**config.mk**
```make
export PLATFORM = sky130hd
export DESIGN_NAME = serial_boot_loader
export DESIGN_NICKNAME = d
export VERILOG_FILES = /design/src/rtl/sbl_pkg.sv /design/src/rtl/sbl_sync.sv /design/src/rtl/sbl_assembler.sv /design/src/rtl/sbl_writer.sv /design/src/rtl/sbl_ctrl.sv /design/src/rtl/serial_boot_loader.sv
export SDC_FILE = /design/constraint.sdc
export NUM_CORES = 1
export LEC_CHECK = 0
export BUFFER_PORTS_ARGS = -buffer_cell sky130_fd_sc_hd__buf_2
export CAP_MARGIN = 20
export CORE_ASPECT_RATIO = 1.5
export CORE_MARGIN = 4
export CORE_UTILIZATION = 38
export CTS_BUF_LIST = sky130_fd_sc_hd__clkbuf_4
export CTS_CLUSTER_SIZE = 14
export DETAILED_ROUTE_END_ITERATION = 16
export SKIP_CTS_REPAIR_TIMING = 1
export SKIP_LAST_GASP = 1
export SYNTH_ARGS = -nofsm -noshare
export SYNTH_HDL_FRONTEND = slang
export SYNTH_SLANG_ARGS = --single-unit
```
**constraint.sdc**
```tcl
create_clock -name clk -period 2.5 [get_ports clk]
set_clock_uncertainty 0.05 [all_clocks]
set_input_delay 0.5 -clock clk [delete_from_list [all_inputs] [get_ports clk]]
set_output_delay 0.5 -clock clk [all_outputs]
set_load 0.03 [all_outputs]
```
**src/rtl/sbl_pkg.sv**
```systemverilog
package sbl_pkg;

  typedef enum logic [3:0] {
    ST_NORMAL,
    ST_ARM,
    ST_SYNC_HI,
    ST_SYNC_LO,
    ST_ACK,
    ST_BIT_LO,
    ST_BIT_HI,
    ST_BYTE_LO,
    ST_BYTE_HI,
    ST_DONE
  } sbl_state_t;

  // Handshake pair {A,B} shown to the master in each state
  function automatic logic [1:0] lines_for(sbl_state_t s);
    case (s)
      ST_ACK:                 return 2'b10;
      ST_BIT_LO, ST_BIT_HI:   return 2'b11;
      ST_BYTE_LO, ST_BYTE_HI: return 2'b01;
      default:                return 2'b00;
    endcase
  endfunction

endpackage

```
**src/rtl/sbl_sync.sv**
```systemverilog
module sbl_sync #(
  parameter int WIDTH  = 2,
  parameter int STAGES = 2
) (
  input  logic             clk,
  input  logic             rst,
  input  logic [WIDTH-1:0] d_i,
  output logic [WIDTH-1:0] q_o
);

  logic [STAGES-1:0][WIDTH-1:0] chain;

  generate
    if (STAGES == 1) begin : g_single
      always_ff @(posedge clk) begin
        if (rst) chain <= '0;
        else     chain <= d_i;
      end
    end else begin : g_multi
      always_ff @(posedge clk) begin
        if (rst) chain <= '0;
        else     chain <= {chain[STAGES-2:0], d_i};
      end
    end
  endgenerate

  assign q_o = chain[STAGES-1];

endmodule

```
**src/rtl/sbl_assembler.sv**
```systemverilog
module sbl_assembler #(
  parameter int BITS = 8
) (
  input  logic            clk,
  input  logic            rst,
  input  logic            shift_i,
  input  logic            bit_i,
  output logic            last_o,
  output logic [BITS-1:0] byte_o
);

  localparam int CNT_W = (BITS > 1) ? $clog2(BITS) : 1;

  logic [BITS-1:0]  shreg;
  logic [CNT_W-1:0] cnt;

  // MSB first: earlier bits move toward the top
  assign byte_o = {shreg[BITS-2:0], bit_i};
  assign last_o = (cnt == CNT_W'(BITS - 1));

  always_ff @(posedge clk) begin
    if (rst) begin
      shreg <= '0;
      cnt   <= '0;
    end else if (shift_i) begin
      shreg <= byte_o;
      cnt   <= last_o ? '0 : cnt + 1'b1;
    end
  end

endmodule

```
**src/rtl/sbl_writer.sv**
```systemverilog
module sbl_writer #(
  parameter int              ADDR_W    = 16,
  parameter int              DATA_W    = 8,
  parameter int              IDX_W     = 8,
  parameter logic [ADDR_W-1:0] BASE    = 16'hA880
) (
  input  logic              clk,
  input  logic              rst,
  input  logic              fire_i,
  input  logic [IDX_W-1:0]  idx_i,
  input  logic [DATA_W-1:0] data_i,
  output logic              we_o,
  output logic [ADDR_W-1:0] addr_o,
  output logic [DATA_W-1:0] data_o
);

  always_ff @(posedge clk) begin
    if (rst) begin
      we_o   <= 1'b0;
      addr_o <= '0;
      data_o <= '0;
    end else begin
      we_o <= fire_i;
      if (fire_i) begin
        addr_o <= BASE + ADDR_W'(idx_i);
        data_o <= data_i;
      end
    end
  end

endmodule

```
**src/rtl/sbl_ctrl.sv**
```systemverilog
module sbl_ctrl
  import sbl_pkg::*;
#(
  parameter int BYTE_COUNT = 256,
  parameter int IDX_W      = 8
) (
  input  logic             clk,
  input  logic             rst,
  input  logic             test_i,
  input  logic             strb_s_i,
  input  logic             data_s_i,
  input  logic             last_bit_i,
  output logic             shift_o,
  output logic             fire_o,
  output logic [IDX_W-1:0] idx_o,
  output logic             hs_a_o,
  output logic             hs_b_o,
  output logic             done_o,
  output logic             normal_o
);

  sbl_state_t state, nxt;
  logic       last_byte;

  assign last_byte = (idx_o == IDX_W'(BYTE_COUNT - 1));
  assign shift_o   = (state == ST_BIT_HI) && strb_s_i;
  assign fire_o    = shift_o && last_bit_i;

  always_comb begin
    nxt = state;
    case (state)
      ST_ARM:     if (strb_s_i)  nxt = ST_SYNC_HI;
      ST_SYNC_HI: if (data_s_i)  nxt = ST_SYNC_LO;
      ST_SYNC_LO: if (!data_s_i) nxt = ST_ACK;
      ST_ACK:     if (!strb_s_i) nxt = ST_BIT_HI;
      ST_BIT_LO:  if (!strb_s_i) nxt = ST_BIT_HI;
      ST_BIT_HI:  if (strb_s_i)  nxt = last_bit_i ? ST_BYTE_LO : ST_BIT_LO;
      ST_BYTE_LO: if (!strb_s_i) nxt = ST_BYTE_HI;
      ST_BYTE_HI: if (strb_s_i)  nxt = last_byte ? ST_DONE : ST_BIT_LO;
      default:                   nxt = state;
    endcase
  end

  always_ff @(posedge clk) begin
    if (rst) begin
      state    <= test_i ? ST_NORMAL : ST_ARM;
      idx_o    <= '0;
      hs_a_o   <= 1'b0;
      hs_b_o   <= 1'b0;
      done_o   <= 1'b0;
      normal_o <= test_i;
    end else begin
      state            <= nxt;
      {hs_a_o, hs_b_o} <= lines_for(nxt);
      done_o           <= (nxt == ST_DONE);
      normal_o         <= (nxt == ST_NORMAL);
      if (state == ST_BYTE_HI && strb_s_i)
        idx_o <= idx_o + 1'b1;
    end
  end

endmodule

```
**src/rtl/serial_boot_loader.sv**
```systemverilog
module serial_boot_loader #(
  parameter int                BYTE_COUNT    = 256,
  parameter int                BITS_PER_BYTE = 8,
  parameter int                ADDR_W        = 16,
  parameter logic [ADDR_W-1:0] LOAD_BASE     = 16'hA880,
  parameter int                SYNC_STAGES   = 2
) (
  input  logic                     clk,
  input  logic                     rst,
  input  logic                     test_i,
  input  logic                     strobe_i,
  input  logic                     data_i,
  output logic                     hs_a_o,
  output logic                     hs_b_o,
  output logic                     mem_we_o,
  output logic [ADDR_W-1:0]        mem_addr_o,
  output logic [BITS_PER_BYTE-1:0] mem_data_o,
  output logic                     exec_go_o,
  output logic [ADDR_W-1:0]        exec_addr_o,
  output logic                     boot_normal_o
);

  localparam int IDX_W = (BYTE_COUNT > 1) ? $clog2(BYTE_COUNT) : 1;

  logic [1:0]               sync_q;
  logic                     strb_s, data_s;
  logic                     shift, fire, last_bit;
  logic [IDX_W-1:0]         idx;
  logic [BITS_PER_BYTE-1:0] byte_val;

  sbl_sync #(.WIDTH(2), .STAGES(SYNC_STAGES)) u_sync (
    .clk (clk),
    .rst (rst),
    .d_i ({strobe_i, data_i}),
    .q_o (sync_q)
  );

  assign strb_s = sync_q[1];
  assign data_s = sync_q[0];

  sbl_ctrl #(.BYTE_COUNT(BYTE_COUNT), .IDX_W(IDX_W)) u_ctrl (
    .clk        (clk),
    .rst        (rst),
    .test_i     (test_i),
    .strb_s_i   (strb_s),
    .data_s_i   (data_s),
    .last_bit_i (last_bit),
    .shift_o    (shift),
    .fire_o     (fire),
    .idx_o      (idx),
    .hs_a_o     (hs_a_o),
    .hs_b_o     (hs_b_o),
    .done_o     (exec_go_o),
    .normal_o   (boot_normal_o)
  );

  sbl_assembler #(.BITS(BITS_PER_BYTE)) u_asm (
    .clk     (clk),
    .rst     (rst),
    .shift_i (shift),
    .bit_i   (data_s),
    .last_o  (last_bit),
    .byte_o  (byte_val)
  );

  sbl_writer #(
    .ADDR_W (ADDR_W),
    .DATA_W (BITS_PER_BYTE),
    .IDX_W  (IDX_W),
    .BASE   (LOAD_BASE)
  ) u_wr (
    .clk    (clk),
    .rst    (rst),
    .fire_i (fire),
    .idx_i  (idx),
    .data_i (byte_val),
    .we_o   (mem_we_o),
    .addr_o (mem_addr_o),
    .data_o (mem_data_o)
  );

  assign exec_addr_o = LOAD_BASE;

endmodule

```
Word level (Yosys, flattened, before mapping)
Index checks and enable logic that the tools add are counted.
{"block": "word_totals", "word_cells": 54, "ff_bits": 55, "output_inout_bits": 45}
{"block": "classes", "n_mux": 15, "add_sub_neg": 3, "eq_ne": 16, "n_reduce_logical": 7}
{"cell": "4-bit two-way mux", "n": 9}
{"cell": "4-bit by 3-bit equality test with 1-bit output (second input constant)", "n": 8}
{"cell": "4-bit one-hot mux with 7 select lines", "n": 1}
{"cell": "16-bit by 8-bit adder with 16-bit output (first input constant)", "n": 1}
{"cell": "4-bit equality test (second input constant)", "n": 3}
{"cell": "8-bit by 1-bit adder with 8-bit output (second input constant)", "n": 1}
{"cell": "4-bit by 2-bit equality test with 1-bit output (second input constant)", "n": 2}
{"cell": "8-bit equality test (second input constant)", "n": 1}
{"cell": "2-bit one-hot mux with 3 select lines", "n": 1}
{"cell": "2-bit OR reduction", "n": 3}
{"cell": "4-bit by 1-bit equality test with 1-bit output (second input constant)", "n": 1}
{"cell": "4-bit logical NOT", "n": 1}
{"cell": "3-bit by 1-bit adder with 3-bit output (second input constant)", "n": 1}
{"cell": "3-bit equality test (second input constant)", "n": 1}
{"cell": "1-bit logical AND", "n": 3}
{"cell": "3-bit two-way mux", "n": 1}
{"cell": "1-bit two-way mux", "n": 2}
{"cell": "2-bit two-way mux", "n": 1}

Logic depth before layout (Yosys ltp)
{"block": "logic_depth", "ltp_word": 7, "depth_mapped": 7, "ltp_nobuf": 7}

By module
From an unflattened synthesis, not the netlist that was laid out.
{"block": "unflattened", "cells_unflattened": 224, "area_unflattened_um2": 2150.8}
{"mod": "sbl_ctrl", "seq_area_each_um2": 320.3, "instances": 1, "cells_each": 93, "area_per_inst_um2": 795.8}
{"mod": "sbl_writer", "seq_area_each_um2": 380.4, "instances": 1, "cells_each": 67, "area_per_inst_um2": 714.4}
{"mod": "sbl_assembler", "seq_area_each_um2": 200.2, "instances": 1, "cells_each": 36, "area_per_inst_um2": 392.9}
{"mod": "serial_boot_loader", "seq_area_each_um2": 0.0, "instances": 1, "cells_each": 18, "area_per_inst_um2": 127.6}
{"mod": "sbl_sync", "seq_area_each_um2": 80.1, "instances": 1, "cells_each": 10, "area_per_inst_um2": 120.1}

Worst setup path after synthesis
No wires, ideal clock.
{"block": "synth_timing", "path_type": "register to register", "start": "register u_asm.cnt[0]", "end": "register u_ctrl.hs_b_o", "t_arrival_ns": 1.568, "setup_slack_ns": 0.758, "path_stages_with_launch": 8, "cell_sequence": "dfxtp_1 -> ha_1 -> ha_1 -> nand3b_1 -> a32o_1 -> a221oi_2 -> nand2_1 -> mux2i_1"}
{"block": "synth_between", "elab_chain_cells": 7, "elab_cells_between_ends": 12}
{"item": "from (decl)", "line": "sbl_assembler.sv:15", "source": "logic [CNT_W-1:0] cnt;"}
{"item": "from (signal assigned)", "line": "sbl_assembler.sv:27", "source": "cnt <= last_o ? '0 : cnt + 1'b1;"}
{"item": "3-bit equality test (*)", "line": "sbl_assembler.sv:19", "source": "assign last_o = (cnt == CNT_W'(BITS - 1));"}
{"item": "2-bit two-way mux (*)", "line": "sbl_ctrl.sv:37", "source": "ST_BIT_HI: if (strb_s_i) nxt = last_bit_i ? ST_BYTE_LO : ST_BIT_LO;"}
{"item": "4-bit two-way mux (*)", "line": "sbl_ctrl.sv:37"}
{"item": "4-bit one-hot mux with 7 select lines (*)", "line": "sbl_ctrl.sv:31", "source": "case (state)"}
{"item": "4-bit by 3-bit equality test with 1-bit output or 4-bit equality test (tied branches)", "line": "sbl_pkg.sv:18", "source": "case (s)"}
{"item": "2-bit OR reduction", "line": "sbl_pkg.sv:18"}
{"item": "2-bit one-hot mux with 3 select lines (*)", "line": "sbl_pkg.sv:18"}
{"item": "to (signal assigned)", "line": "sbl_ctrl.sv:54", "source": "{hs_a_o, hs_b_o} <= lines_for(nxt);"}
{"item": "to (decl)", "line": "sbl_ctrl.sv:17", "source": "output logic hs_b_o,"}
Every way passes the cells marked *; elsewhere a longest branch is shown, timed or not.
A chain may end at the register's enable or synchronous reset.

Final worst setup path
{"block": "layout_timing", "start": "register u_ctrl.state[1]", "end": "register u_wr.addr_o[0]"}
{"block": "layout_between", "elab_chain_cells": 3}
{"item": "from (decl)", "line": "sbl_ctrl.sv:22", "source": "sbl_state_t state, nxt;"}
{"item": "from (signal assigned)", "line": "sbl_ctrl.sv:46", "source": "state <= test_i ? ST_NORMAL : ST_ARM;"}
{"item": "from (signal assigned)", "line": "sbl_ctrl.sv:53", "source": "state <= nxt;"}
{"item": "4-bit by 3-bit equality test with 1-bit output", "line": "sbl_ctrl.sv:26", "source": "assign shift_o = (state == ST_BIT_HI) && strb_s_i;"}
{"item": "1-bit logical AND", "line": "sbl_ctrl.sv:26"}
{"item": "1-bit logical AND", "line": "sbl_ctrl.sv:27", "source": "assign fire_o = shift_o && last_bit_i;"}
{"item": "to (signal assigned)", "line": "sbl_writer.sv:25", "source": "addr_o <= BASE + ADDR_W'(idx_i);"}
{"item": "to (decl)", "line": "sbl_writer.sv:13", "source": "output logic [ADDR_W-1:0] addr_o,"}
No other way between the ends.

==> reports/qor.yml <==
outcome:
  outcome: "completed"
sta:
  slew_headroom_pct: 58.3
  finalMaxSlewViolations: 0
  whs_ns: 0.272
  setup_tns_ns: 0
  worst_pin_slew_ns: 0.625
  fin_crit_sh_pct: 82.4
  max_freq_ghz: 0.485
  rsz0062_at_grt: "no"
  fin_ws_ns: 0.439
  final-hold-violation-count: 0
  setup_viol_count_final: 0
  min_period_ns: 2.06
placement:
  port_buffers: 29
  gp_congestion: 0.701
  dpl.hpwl_um: 2540
  pre_cts_ws_ns: 0.467
yosys:
  yosysTopAreaCell: "dfxtp_1"
  syn_inst: 219
  synth_area_sq_um: 2080
  synth_enable_flop_cells: 0
  synth_top_area_share_pct: 47.2
  ys_ff_latch: 49
  syn_area_per_cell_sq_um: 9.48
  synth_most_common_cell: "dfxtp_1"
  yosysSeqAreaShare_pct: 47.2
  yosysWarnings: 0
  yosysUniqueCellTypes: 42
  synth_common_cells: "dfxtp_1, nand2_1, buf_4"
  synth_area_leaders: "dfxtp_1, buf_4, a22o_1"
  synthFlopType: "dfxtp_1"
  synth-async-reset-ratio_pct: 0
power_and_ir_drop:
  powerDensity_nw_per_um2: 580
  p_leak_nw: 0.929
  seqPwrFrac_pct: 62.6
  internal-power_mw: 0.944
  swShare_pct: 26.9
  max-vdd-ir-drop_mv: 0.250
  p_clk_share_pct: 28.4
  p_switching_mw: 0.347
  pwr-share-comb_pct: 9.0
min_path:
  hp-class: "primary input to flop"
global_routing:
  antenna_found_initial: 0
  track_usage_pct: 11.4
  gr-total-overflow: 0
  grt_max_degree: 34
  grt_pass1_wl_um: 5980
  grt_pass1_vias: 1333
drt:
  num_vias: 1447
  via_per_inst: 4.65
  postRouteAntennaNets: 0
  firstDrtPassIters: 4
  routedWlPerCell_um: 11.5
  drt_wl_total_um: 3560
  drtIter0Drc: 65
  drc_errors: 0
floorplan:
  dieArea_sq_um: 6740
  core_sq_um: 5200
  io_pins: 50
  num_rows: 32
  initial_core_util_pct: 39.9
  die_x_um: 68.4
  die_y_um: 98.5
critical_path:
  path_max_fanout: 17
  cp.arrival_ns: 2.31
  worst_ep_required_time_ns: 2.75
  path_class: "flop to flop"
  startpoint_type: "flop"
  endpoint_kind: "flop"
cts:
  clock_path_buffers: 2
  cts_tree: "built"
  htreeDepth: 2
  cts_buffers: 5
  clkTransAtPathRegs_ns: 0.14
  clkSinkCount: 49
  clkLatencyLatePin_ns: 0.35
  root_buffer: "clkbuf_4"
run:
  maxCapViolations: 0
cells_and_area:
  synthToLayoutAreaGrowth_pct: 7.23
  fin_nets: 250
  postLayoutCoreUtil_pct: 42.8
  drive_above_1_share_pct: 21.4
  diodes: 0
-- layout make-up --
cell class	instances	area (sq um)
inverter	4	15.0
multi-input combinational	151	926
clock inverter	2	15.0
tap	68	85.1
timing repair buffer	31	160
clock buffer	6	45.0
fill	533	2980
sequential	49	981
-- worst paths after layout --
kind,slack [ns],endpoint,start,cells past startpoint
max,0.44,u_wr.addr_o[0],u_ctrl.state[1],6
min,0.27,u_ctrl.state[0],test_i,2
max reg2reg,0.44,u_wr.addr_o[0],u_ctrl.state[1],6
min reg2reg,0.40,u_sync.q_o[1],u_sync.chain[1],1
-- power by group through the flow --
stage,Sequential (mW),Clock [mW],Combinational [mW]
global placement,0.824,0,0.115
detailed placement,0.824,0,0.117
finish,0.808,0.366,0.117
global route,0.810,0.422,0.128
floorplan,0.824,0,0.126
CTS,0.808,0.393,0.117
-- cells in the final DEF, fill, tap and decap left out, types with 2 or more instances in the layout --
cell / count
dfxtp_1: 49
buf_2: 29
nand2_1: 27
conb_1: 20
a22o_1: 16
nor2_1: 15
a21oi_1: 12
nor2b_1: 6
clkbuf_4: 6
xnor2_1: 5
mux2i_1: 4
inv_1: 4
o21ai_0: 4
nand3_1: 4
nor3_1: 3
ha_1: 3
mux2_2: 2
o211ai_1: 2
nor3_2: 2
and3_1: 2
xor2_1: 2
nand4_1: 2
nor3b_2: 2
o22ai_1: 2
clkinvlp_4: 2
buf_4: 2
-- metal layers --
| layer | wire [um] | vias to the layer above | track usage, % | part of all wire [%] |
|---|---|---|---|---|
| met5 | 0 | - | 0 | 0 |
| met4 | 71 | 0 | 5.21 | 2.0 |
| met3 | 214 | 6 | 3.19 | 6.0 |
| met2 | 1700 | 36 | 18.4 | 48 |
| met1 | 1570 | 657 | 13.6 | 44 |
| li1 | - | 748 | - | - |
-- registers in the layout, summed over array words and instances (netlist names), 2 cells and up --
name and flops:
u_asm.cnt 3, u_asm.shreg 7, u_ctrl.idx_o 8, u_ctrl.state 4, u_sync.chain 2, u_sync.q_o 2
u_wr.addr_o 10, u_wr.data_o 8
-- critical path, stage by stage, from the launching register on --
cell and delay, ns:
dfxtp_1 0.56, nor2b_2 0.24, and3_1 0.45, nand2_1 0.20, nor2_2 0.11, buf_4 0.22, a22o_1 0.17
-- per-stage QoR --
step / area [sq um] / std cells / total power, mW
2_1_floorplan: 2140 / 237 / 0.949
3_3_place_gp: 2170 / 303 / 0.939
3_5_place_dp: 2170 / 303 / 0.941
4_1_cts: 2230 / 311 / 1.32
5_1_grt: 2230 / 311 / 1.36
6_report: 2230 / 311 / 1.29
-- kinds of logic (layout without fill, tap and decap cells) --
| logic type | after synthesis | count (layout) | share of synthesized area [%] |
|---|---|---|---|
| and+or+nand+nor | 75 | 75 | 18.9 |
| DFF | 49 | 49 | 47.2 |
| AOI/OAI and AO/OA | 40 | 40 | 14.3 |
| adders and majority gates | 3 | 3 | 1.81 |
| muxes | 6 | 6 | 3.01 |
| buffers and inverters | 37 | 43 | 11.4 |
| xor gates and xnor gates | 7 | 7 | 2.95 |
| other | 2 | 20 | 0.362 |
Power figures use the tool's default switching activity.
